<file path="config.mk">
export PLATFORM = sky130hd
export DESIGN_NAME = lp_irq_router
export DESIGN_NICKNAME = d
export VERILOG_FILES = /design/src/rtl/lpr_pkg.sv /design/src/rtl/lpr_cfg_regs.sv /design/src/rtl/lpr_lowest_pick.sv /design/src/rtl/lp_irq_router.sv
export SDC_FILE = /design/constraint.sdc
export NUM_CORES = 1
export LEC_CHECK = 0
export BUFFER_PORTS_ARGS = -buffer_cell sky130_fd_sc_hd__buf_2
export CORE_UTILIZATION = 45
export CTS_CLUSTER_DIAMETER = 40
export DETAILED_ROUTE_END_ITERATION = 8
export SYNTH_ARGS = -nofsm -noshare
export SYNTH_HDL_FRONTEND = slang
export SYNTH_SLANG_ARGS = --single-unit
</file>
<file path="constraint.sdc">
create_clock -name clk_i -period 11.2 [get_ports clk_i]
set_clock_uncertainty 0.2 [all_clocks]
set_input_delay 1.12 -clock clk_i [delete_from_list [all_inputs] [get_ports clk_i]]
set_output_delay 1.12 -clock clk_i [all_outputs]
set_load 0.05 [all_outputs]
</file>
<file path="src/rtl/lpr_pkg.sv">
package lpr_pkg;
  typedef enum logic {DLV_FIXED = 1'b0, DLV_LOWEST = 1'b1} dlv_mode_e;
  typedef enum logic {TRIG_EDGE = 1'b0, TRIG_LEVEL = 1'b1} trig_e;
endpackage

</file>
<file path="src/rtl/lpr_cfg_regs.sv">
module lpr_cfg_regs #(
  parameter int NUM_IRQ = 24,
  parameter int VEC_W   = 8,
  parameter int DEST_W  = 8,
  parameter int IRQ_W   = 5
) (
  input  logic                              clk_i,
  input  logic                              rst_ni,
  input  logic                              we_i,
  input  logic [IRQ_W-1:0]                  idx_i,
  input  logic [VEC_W-1:0]                  vec_i,
  input  logic                              mask_i,
  input  logic                              lowp_i,
  input  logic                              level_i,
  input  logic [DEST_W-1:0]                 dest_i,
  output logic [NUM_IRQ-1:0]                wr_hit_o,
  output logic [NUM_IRQ-1:0][VEC_W-1:0]     vec_o,
  output logic [NUM_IRQ-1:0]                mask_o,
  output logic [NUM_IRQ-1:0]                lowp_o,
  output logic [NUM_IRQ-1:0]                level_o,
  output logic [NUM_IRQ-1:0][DEST_W-1:0]    dest_o
);
  import lpr_pkg::*;

  for (genvar i = 0; i < NUM_IRQ; i++) begin : g_ent
    dlv_mode_e mode_q;
    trig_e     trig_q;

    assign wr_hit_o[i] = we_i && (idx_i == IRQ_W'(i));
    assign lowp_o[i]   = (mode_q == DLV_LOWEST);
    assign level_o[i]  = (trig_q == TRIG_LEVEL);

    always_ff @(posedge clk_i or negedge rst_ni) begin
      if (!rst_ni) begin
        vec_o[i]  <= '0;
        mask_o[i] <= 1'b1;
        mode_q    <= DLV_FIXED;
        trig_q    <= TRIG_EDGE;
        dest_o[i] <= '0;
      end else if (wr_hit_o[i]) begin
        vec_o[i]  <= vec_i;
        mask_o[i] <= mask_i;
        mode_q    <= lowp_i ? DLV_LOWEST : DLV_FIXED;
        trig_q    <= level_i ? TRIG_LEVEL : TRIG_EDGE;
        dest_o[i] <= dest_i;
      end
    end
  end
endmodule

</file>
<file path="src/rtl/lpr_lowest_pick.sv">
module lpr_lowest_pick #(
  parameter int NUM_CPU = 4,
  parameter int PRIO_W  = 4,
  parameter int CPU_W   = 2
) (
  input  logic                             clk_i,
  input  logic                             rst_ni,
  input  logic [NUM_CPU-1:0]               elig_i,
  input  logic [NUM_CPU-1:0][PRIO_W-1:0]   prio_i,
  input  logic [CPU_W-1:0]                 ptr_i,
  output logic                             found_o,
  output logic [CPU_W-1:0]                 win_o
);
  logic [PRIO_W-1:0]  min_v;
  logic [NUM_CPU-1:0] tie;
  logic               done;

  always_comb begin
    min_v = '1;
    for (int c = 0; c < NUM_CPU; c++)
      if (elig_i[c] && (prio_i[c] < min_v)) min_v = prio_i[c];
    for (int c = 0; c < NUM_CPU; c++)
      tie[c] = elig_i[c] && (prio_i[c] == min_v);
  end

  // scan tied processors starting at the pointer, wrapping
  always_comb begin
    win_o = '0;
    done  = 1'b0;
    for (int k = 0; k < NUM_CPU; k++) begin
      int idx;
      idx = (int'(ptr_i) + k) % NUM_CPU;
      if (!done && tie[idx]) begin
        win_o = CPU_W'(idx);
        done  = 1'b1;
      end
    end
  end

  assign found_o = |elig_i;

  always_ff @(posedge clk_i) begin
    if (rst_ni && found_o) begin
      a_r3_winner_eligible: assert (elig_i[win_o]);
      for (int c = 0; c < NUM_CPU; c++)
        if (elig_i[c]) begin
          a_r3_winner_lowest: assert (prio_i[win_o] <= prio_i[c]);
        end
    end
  end
endmodule

</file>
<file path="src/rtl/lp_irq_router.sv">
module lp_irq_router #(
  parameter int NUM_IRQ = 24,
  parameter int NUM_CPU = 4,
  parameter int PRIO_W  = 4,
  parameter int VEC_W   = 8,
  parameter int DEST_W  = 8,
  parameter bit ROTATE  = 1'b0,
  localparam int CPU_W  = $clog2(NUM_CPU),
  localparam int IRQ_W  = $clog2(NUM_IRQ)
) (
  input  logic                      clk_i,
  input  logic                      rst_ni,
  input  logic [NUM_IRQ-1:0]        irq_i,
  input  logic                      cfg_we_i,
  input  logic [IRQ_W-1:0]          cfg_idx_i,
  input  logic [VEC_W-1:0]          cfg_vec_i,
  input  logic                      cfg_mask_i,
  input  logic                      cfg_lowp_i,
  input  logic                      cfg_level_i,
  input  logic [DEST_W-1:0]         cfg_dest_i,
  input  logic [NUM_CPU*PRIO_W-1:0] cpu_prio_i,
  input  logic                      eoi_i,
  input  logic [CPU_W-1:0]          eoi_cpu_i,
  input  logic [VEC_W-1:0]          eoi_vec_i,
  output logic [NUM_CPU-1:0]        dlv_o,
  output logic [VEC_W-1:0]          dlv_vec_o,
  output logic                      err_o
);
  localparam logic [CPU_W:0] NO_CPU = (CPU_W+1)'(NUM_CPU);

  logic [NUM_IRQ-1:0]              wr_hit, mask_q, lowp_q, level_q;
  logic [NUM_IRQ-1:0][VEC_W-1:0]   vec_q;
  logic [NUM_IRQ-1:0][DEST_W-1:0]  dest_q;

  lpr_cfg_regs #(
    .NUM_IRQ(NUM_IRQ), .VEC_W(VEC_W), .DEST_W(DEST_W), .IRQ_W(IRQ_W)
  ) u_cfg (
    .clk_i, .rst_ni,
    .we_i(cfg_we_i), .idx_i(cfg_idx_i), .vec_i(cfg_vec_i),
    .mask_i(cfg_mask_i), .lowp_i(cfg_lowp_i), .level_i(cfg_level_i),
    .dest_i(cfg_dest_i), .wr_hit_o(wr_hit), .vec_o(vec_q),
    .mask_o(mask_q), .lowp_o(lowp_q), .level_o(level_q), .dest_o(dest_q)
  );

  logic [NUM_IRQ-1:0]            irq_q, pend_q, svc_q, rise, ready, eoi_hit;
  logic [NUM_IRQ-1:0][CPU_W:0]   svc_cpu_q;

  assign rise = irq_i & ~irq_q;

  always_comb begin
    for (int i = 0; i < NUM_IRQ; i++) begin
      ready[i] = !mask_q[i] && !wr_hit[i] &&
                 (level_q[i] ? (irq_i[i] && !svc_q[i]) : (pend_q[i] || rise[i]));
      eoi_hit[i] = eoi_i && svc_q[i] && (svc_cpu_q[i] == {1'b0, eoi_cpu_i}) &&
                   (vec_q[i] == eoi_vec_i);
    end
  end

  // lowest-numbered ready line wins
  logic             sel_found;
  logic [IRQ_W-1:0] sel_idx;
  always_comb begin
    sel_found = 1'b0;
    sel_idx   = '0;
    for (int i = NUM_IRQ - 1; i >= 0; i--)
      if (ready[i]) begin
        sel_found = 1'b1;
        sel_idx   = IRQ_W'(i);
      end
  end

  logic [VEC_W-1:0]  vec_s;
  logic [DEST_W-1:0] dest_s;
  logic              lowp_s, level_s;
  assign vec_s   = vec_q[sel_idx];
  assign dest_s  = dest_q[sel_idx];
  assign lowp_s  = lowp_q[sel_idx];
  assign level_s = level_q[sel_idx];

  logic [NUM_CPU-1:0][PRIO_W-1:0] prio_arr;
  logic [CPU_W-1:0]               ptr_q, lp_win, tgt;
  logic                           lp_found, fix_ok, go, drop;
  assign prio_arr = cpu_prio_i;

  lpr_lowest_pick #(.NUM_CPU(NUM_CPU), .PRIO_W(PRIO_W), .CPU_W(CPU_W)) u_pick (
    .clk_i, .rst_ni,
    .elig_i(dest_s[NUM_CPU-1:0]), .prio_i(prio_arr), .ptr_i(ptr_q),
    .found_o(lp_found), .win_o(lp_win)
  );

  assign fix_ok = dest_s < DEST_W'(NUM_CPU);
  assign tgt    = lowp_s ? lp_win : dest_s[CPU_W-1:0];
  assign go     = sel_found && (lowp_s ? (lp_found && lowp_q[sel_idx]) : fix_ok);
  assign drop   = sel_found && !go;

  if (ROTATE) begin : g_rot
    always_ff @(posedge clk_i or negedge rst_ni) begin
      if (!rst_ni)            ptr_q <= '0;
      else if (go && lowp_s)  ptr_q <= (lp_win == CPU_W'(NUM_CPU - 1)) ? '0 : lp_win + 1'b1;
    end
  end else begin : g_fix
    assign ptr_q = '0;
  end

  for (genvar i = 0; i < NUM_IRQ; i++) begin : g_line
    wire pick = sel_found && (sel_idx == IRQ_W'(i));
    always_ff @(posedge clk_i or negedge rst_ni) begin
      if (!rst_ni) begin
        irq_q[i]     <= 1'b0;
        pend_q[i]    <= 1'b0;
        svc_q[i]     <= 1'b0;
        svc_cpu_q[i] <= NO_CPU;
      end else begin
        irq_q[i] <= irq_i[i];
        if (wr_hit[i]) begin
          pend_q[i] <= 1'b0;
          svc_q[i]  <= 1'b0;
        end else if (pick) begin
          pend_q[i] <= 1'b0;
          if (level_s) begin
            svc_q[i]     <= 1'b1;
            svc_cpu_q[i] <= go ? {1'b0, tgt} : NO_CPU; // dropped: wait for rewrite
          end
        end else begin
          if (rise[i] && !mask_q[i] && !level_q[i]) pend_q[i] <= 1'b1;
          if (eoi_hit[i]) svc_q[i] <= 1'b0;
        end
      end
    end

    a_r8_svc_hold: assert property (@(posedge clk_i) disable iff (!rst_ni)
      (svc_q[i] && !eoi_hit[i] && !wr_hit[i]) |=> svc_q[i]);
  end

  always_ff @(posedge clk_i or negedge rst_ni) begin
    if (!rst_ni) begin
      dlv_o     <= '0;
      dlv_vec_o <= '0;
      err_o     <= 1'b0;
    end else begin
      dlv_o     <= go ? (NUM_CPU'(1) << tgt) : '0;
      dlv_vec_o <= go ? vec_s : '0;
      err_o     <= drop;
    end
  end

  a_r5_single_target: assert property (@(posedge clk_i) disable iff (!rst_ni)
    $onehot0(dlv_o));
  a_r7_drop_quiet: assert property (@(posedge clk_i) disable iff (!rst_ni)
    err_o |-> (dlv_o == '0));
  a_r5_vec_idle: assert property (@(posedge clk_i) disable iff (!rst_ni)
    (dlv_o == '0) |-> (dlv_vec_o == '0));
endmodule

</file>
# After elaboration in Yosys (flattened, before gate mapping)
# Cells that the tools add are included.
# W data, S select, Z words.
[op_classes]
n_lt_le_gt_ge = 6
n_eq_ne = 122
shifts = 1
muxes = 242
bitwise = 26
n_reduce_logical = 477
[op_table]
columns = ["cell", "count"]
rows = [
  ["$logic_and A1 B1 Y1", 254],
  ["$mux W1", 202],
  ["$eq A8 B8 Y1", 24],
  ["$reduce_bool A3 Y1", 48],
  ["$mux W5", 24],
  ["$logic_not A1 Y1", 100],
  ["$bmux W8 S5", 2],
  ["$eq A5 B4 Y1 const B", 16],
  ["$eq A5 B5 Y1 const B", 16],
  ["$eq A3 B2 Y1", 24],
  ["$ne A3 B3 Y1 const B", 24],
  ["$reduce_and A3 Y1", 24],
  ["$reduce_and A2 Y1", 24],
  ["$eq A5 B3 Y1 const B", 8],
  ["$and A24 B24 Y24", 1],
  ["$logic_or A1 B1 Y1", 24],
  ["$mux W8", 3],
  ["$not A1 Y1", 24],
  ["$not A24 Y24", 1],
  ["$eq A5 B2 Y1 const B", 4],
  ["$mux W4", 5],
  ["$eq A4 B4 Y1", 4],
  ["$lt A4 B4 Y1", 3],
  ["$bmux W1 S5", 2],
  ["9 further kinds", 13],
]
[word_totals]
ff_bits = 613
output_inout_bits = 13

# Logic depth before layout (Yosys ltp)
[logic_depth]
word_depth = 57
depth_mapped = 44

# By module
# From an unflattened synthesis, not the netlist that was laid out.
[unflattened]
hier_cells = 2733
hier_area_um2 = 31514.0
[by_module_without_submodules]
columns = ["module", "n_inst", "cells_per_inst", "area_per_inst_um2"]
rows = [
  ["lpr_cfg_regs", 1, 1096, 17584.4],
  ["lp_irq_router", 1, 1512, 13010.0],
  ["lpr_lowest_pick", 1, 125, 919.6],
]

# Least setup slack after synthesis
# OpenSTA, ideal clock, no wires.
[synth_timing]
path_type = "input port to flip-flop"
start = "in cfg_idx_i[4]"
end = "reg svc_cpu_q[0] (netlist bit)"
setup_ps = 119
arrival_time_ps = 8712
t_required_ps = 10881
slack_ps = 2169
stages = 35
cell_sequence = "buf_2 nand4b_2 o21ai_1 a2bb2oi_2 nand2_1 buf_2 nor4b_4 nand2_2 or3_1 and4_4 and2_1 buf_6 nor2_1 ha_1 nand2_1 a21oi_2 a2111oi_2 a21o_2 ha_1 a21oi_1 and3_1 buf_2 inv_1 o21ai_4 mux2_4 ha_1 a211o_1 or2_2 o31a_1 and3_4 a21o_1 or3_4 a31oi_4 buf_6 o21ai_2"
[synth_between]
elab_chain_cells = 56
word_cells_on_any_way = 216
classes_between = "order compare (4); eq/ne (27); mux (67); bitwise (1); reduce/logical (117)"
[synth_rtl]
columns = ["element", "line", "source"]
rows = [
  ["from (decl)", "lp_irq_router.sv:15", "input logic [IRQ_W-1:0] cfg_idx_i,"],
  ["$eq A5 B5 Y1", "lpr_cfg_regs.sv:29", "assign wr_hit_o[i] = we_i && (idx_i == IRQ_W'(i));"],
  ["$logic_and A1 B1 Y1", "lpr_cfg_regs.sv:29", ""],
  ["$logic_not A1 Y1", "lp_irq_router.sv:52", "ready[i] = !mask_q[i] && !wr_hit[i] &&"],
  ["$logic_and A1 B1 Y1 (2 in series)", "lp_irq_router.sv:52", ""],
  ["$mux W5 (24 in series)", "lp_irq_router.sv:66", "if (ready[i]) begin"],
  ["$bmux W8 S5", "lp_irq_router.sv:76", "assign dest_s = dest_q[sel_idx];"],
  ["$mux W8 (not written as such)", "lp_irq_router.sv:76", ""],
  ["$logic_and A1 B1 Y1", "lpr_lowest_pick.sv:21", "if (elig_i[c] && (prio_i[c] < min_v)) min_v = prio_i[c];"],
  ["[16 not listed]", "n/a", ""],
  ["$logic_not A1 Y1", "lpr_lowest_pick.sv:33", "if (!done && tie[idx]) begin"],
  ["$logic_and A1 B1 Y1", "lpr_lowest_pick.sv:33", ""],
  ["$mux W1", "lpr_lowest_pick.sv:33", ""],
  ["$logic_not A1 Y1", "lpr_lowest_pick.sv:33", ""],
  ["$logic_and A1 B1 Y1", "lpr_lowest_pick.sv:33", ""],
  ["$mux W2", "lpr_lowest_pick.sv:33", ""],
  ["$mux W2", "lp_irq_router.sv:92", "assign tgt = lowp_s ? lp_win : dest_s[CPU_W-1:0];"],
  ["$mux W3", "lp_irq_router.sv:122", "svc_cpu_q[i] <= go ? {1'b0, tgt} : NO_CPU;"],
  ["to (signal, indexed assignment)", "lp_irq_router.sv:122", ""],
  ["to (decl)", "lp_irq_router.sv:46", "logic [NUM_IRQ-1:0][CPU_W:0] svc_cpu_q;"],
]
# Parallel ways exist; a longest one is shown, timed or not. The select of a mux whose other input is x is not followed.
# A chain may end at the register's enable or synchronous reset.

# Worst setup path after layout
[layout_timing]
start = "in cfg_idx_i[4]"
end = "reg svc_cpu_q[21] (netlist bit)"
# The elaborated chain is that of the path after synthesis.

==> summary.md <==
| Metric | Value |
|---|---|
| Hold path cells | `2` |
| Drt first-iter violations | `2018` |
| R2R setup slack | `1.60 ns` |
| Comb power frac | `0.358` |
| Total power | `9.87 mW` |
| Non-Filler Instances | `3999` |
| Clk_lat worst skew | `0.67 ns` |
| Switching Share | `0.388` |
| Core area | `0.0688 mm^2` |
| Hold slack | `0.279 ns` |
| Clk pin slew, worst setup/hold paths | `0.06 ns` |
| Total grt overflow | `0` |
| Place WS | `0.528 ns` |
| Status | `completed` |
| Worst min path class | `register to register` |
| First-pass GRT wire length | `166000 um` |
| CP Launch Type | `primary input` |
| Finished Cell Area | `0.0366 mm^2` |
| Worst-margin pin slew | `1.17 ns` |
| Post-CTS Resized | `0` |
| Routability congestion estimate | `0.927` |
| Period utilization | `0.910` |
| FILL cells | `5907` |
| Rows | `96` |
| PnR worst setup slack | `1.01 ns` |
| Required time of the critical path | `11.54 ns` |
| LEAKAGE | `16.0 nW` |
| Hold Vio Cnt, Final | `0` |
| Fin nets | `3065` |
| Highest clock rate | `98.2 MHz` |
| CTS Buffer Depth | `3` |
| Die X | `266 um` |
| Unrepaired setup endpoints after global routing | `no` |
| Routed vias | `24667` |
| Worst Path Max Fanout | `15` |
| FFs w/ async S/R, synth | `1.00` |
| Tmin final | `10.19 ns` |
| Setup bufs post-CTS | `0` |
| Setup TNS | `0 ns` |
| Part of the power in registers | `0.304` |
| Post-DP HPWL | `74500 um` |
| Ports | `91` |
| Slowest CP cell | `a31oi_4` |
| Residual DRC count | `0` |
| CP peak stage delay | `0.59 ns` |
| RR Endpoint | `svc_cpu_q[21]` |
| Yosys warns | `0` |
| Post-Place Cells | `3809` |
| Finished Core Util | `0.532` |
| Net Sw Power | `3.83 mW` |
| H-tree depth | `3` |
| Antenna viol nets, final | `0` |
| Synth Net Count | `2997` |
| Vias in the first global route | `25655` |
| Setup-violating endpoint count in the final report | `0` |
| Worst flop-to-flop path startpoint | `svc_q[3]` |
| Initial antenna violation count | `1` |
| CP most frequent cell | `buf_4` |
| Cells after synthesis | `2912` |
| Power Dens Cells | `270 mW/mm^2` |
| CTS tree | `built` |
| Yosys reg bits | `613` |
| Netlist cell types | `113` |
| Die height | `266 um` |
| Initial Utilization | `0.456` |
| Max-Cap Viols | `0` |
| GRT Overall Usage | `0.317` |
| CTS Root Cell | `clkbuf_16` |
| Critical Path AT | `10.53 ns` |
| Post-cts hold buffer count | `0` |
| DP Area | `0.0329 mm^2` |
| Syn_area_per_cell | `10.8 um^2` |
| Vias per cell | `6.17` |
| Relative slew slack | `0.223` |
| Maximum number of pins on one net before global-route repair | `173` |
| Post-synth EDFFs | `0` |
| P_int | `6.04 mW` |
| Hold Crit Start | `u_cfg.dest_o[51]` |
| WS Path Type | `primary input to register` |
| Die area | `0.0709 mm^2` |
| Peak supply drop | `0.198 mV` |
| Mapped Area | `0.0314 mm^2` |
| Part of the Yosys area used for sequential elements | `0.490` |
| Area growth, synth to finish | `16.5%` |
| WL final | `111000 um` |
| Clock tree sinks | `613` |
| Dominant synthesized flop cell | `dfrtp_1` |
| Detailed Routing Iterations Pass 1 | `6` |
| CTS Buf Count | `100` |
| Port Buffer Count | `90` |
| Clk pwr share | `0.338` |
| WL/cell | `27.8 um` |
| WHS Endpoint | `u_cfg.dest_o[51]` |
| Worst-case reg-to-reg path depth | `33` |
| Share of post-route cells with drive strength above 1 | `0.291` |
| Max-slew violation count | `0` |
| Crit end category | `register` |
[registers in the layout, summed over array words and instances (netlist names)]
signal / cells
u_cfg.dest_o: 192
u_cfg.vec_o: 192
svc_cpu_q: 72
irq_q: 24
pend_q: 24
svc_q: 24
u_cfg.g_ent.mode_q: 24
u_cfg.g_ent.trig_q: 24
u_cfg.mask_o: 24
dlv_vec_o: 8
dlv_o: 4
err_o: 1
[cell usage in the layout, fill, tap and decap left out, types with 36 or more instances in the layout]
cell type	n
dfstp_2	48
dfrtp_1	565
o22ai_1	125
nor2_1	125
nand2_1	314
nand4_1	58
buf_2	89
o21ai_1	36
xnor2_1	149
xor2_1	106
mux2_2	414
nand2b_1	55
buf_4	73
a21oi_1	37
o21ai_0	100
nor3_1	121
clkbuf_16	100
[metal layers]
| layer | up-vias | global-route usage | part of all wire |
|---|---|---|---|
| li1 | 10658 | - | - |
| met1 | 12727 | 0.398 | 0.40 |
| met2 | 979 | 0.524 | 0.48 |
| met3 | 303 | 0.0408 | 0.055 |
| met4 | 0 | 0.185 | 0.062 |
| met5 | - | 0 | 0 |
[worst max-delay path: cells and delay by family]
family | cells | cell delay [ns]
simple gates | 10 | 2.85
buf+inv | 7 | 1.26
mux | 1 | 0.36
compound gates | 15 | 3.96
fa+ha+maj | 3 | 0.91
[power groups by stage]
stage               Clock (mW)  Combinational (mW)  Sequential [mW]
finish                    3.34                3.53             3.00
detailed placement           0                3.48             3.02
global placement             0                3.47             3.00
CTS                       3.37                3.50             2.99
floorplan                    0                2.28             2.96
global route              3.47                3.76             3.04
[cells by family after synthesis]
group / count (synthesis) / synth area share
simple gates: 831 / 0.128
mux: 432 / 0.154
compound gates: 541 / 0.122
buf+inv: 231 / 0.0306
xor+xnor: 255 / 0.0711
fa+ha+maj: 9 / 0.00343
flops: 613 / 0.490
[cell type report]
class | instances | area (um^2) | share of cell area
flip-flops and latches | 613 | 15400 | 0.421
multi-input cells | 2068 | 15200 | 0.415
clock buffers | 119 | 2660 | 0.0728
well taps | 931 | 1160 | 0.0318
repair buffers | 165 | 1050 | 0.0286
clock inverters | 70 | 1020 | 0.0278
inverters | 32 | 120 | 0.00328
diodes | 1 | 2.50 | 0.0000684
[worst max-delay path by stage]
stage	slack (ns)	endpoint	start
global placement	0.64	svc_cpu_q[24]	cfg_idx_i[4]
finish	1.01	svc_cpu_q[21]	cfg_idx_i[4]
detailed placement	0.53	svc_cpu_q[45]	cfg_idx_i[4]
global route	0.42	svc_cpu_q[24]	cfg_idx_i[4]
floorplan	2.17	svc_cpu_q[0]	cfg_idx_i[4]
CTS	1.19	svc_cpu_q[21]	cfg_idx_i[4]
[synth_stat cells, types with 10 or more instances]
| library cell | count | area [um^2] |
|---|---|---|
| o21ai_2 | 10 | 87.6 |
| buf_1 | 30 | 113 |
| dfstp_2 | 48 | 1260 |
| nand4_1 | 58 | 363 |
| o21a_1 | 27 | 203 |
| buf_2 | 20 | 100 |
| xnor2_1 | 149 | 1310 |
| a22o_1 | 12 | 105 |
| a21oi_1 | 38 | 190 |
| inv_1 | 32 | 120 |
| o21ai_1 | 36 | 180 |
| dfrtp_1 | 565 | 14100 |
| a22oi_1 | 26 | 195 |
| o211ai_1 | 29 | 218 |
| o221ai_1 | 10 | 87.6 |
| nor3_1 | 126 | 631 |
| o22ai_1 | 125 | 782 |
| a21o_1 | 13 | 97.6 |
| nand2_1 | 319 | 1200 |
| nand2b_1 | 55 | 344 |
| mux2i_1 | 15 | 150 |
| clkbuf_1 | 137 | 514 |
| and2_1 | 24 | 150 |
| mux2_2 | 414 | 4660 |
| nand3_1 | 16 | 80.1 |
| xor2_1 | 106 | 928 |
| nor2_1 | 134 | 503 |
| nor4_1 | 35 | 219 |
| o21ai_0 | 100 | 500 |
Note: power is estimated with default switching activity, not from simulation.
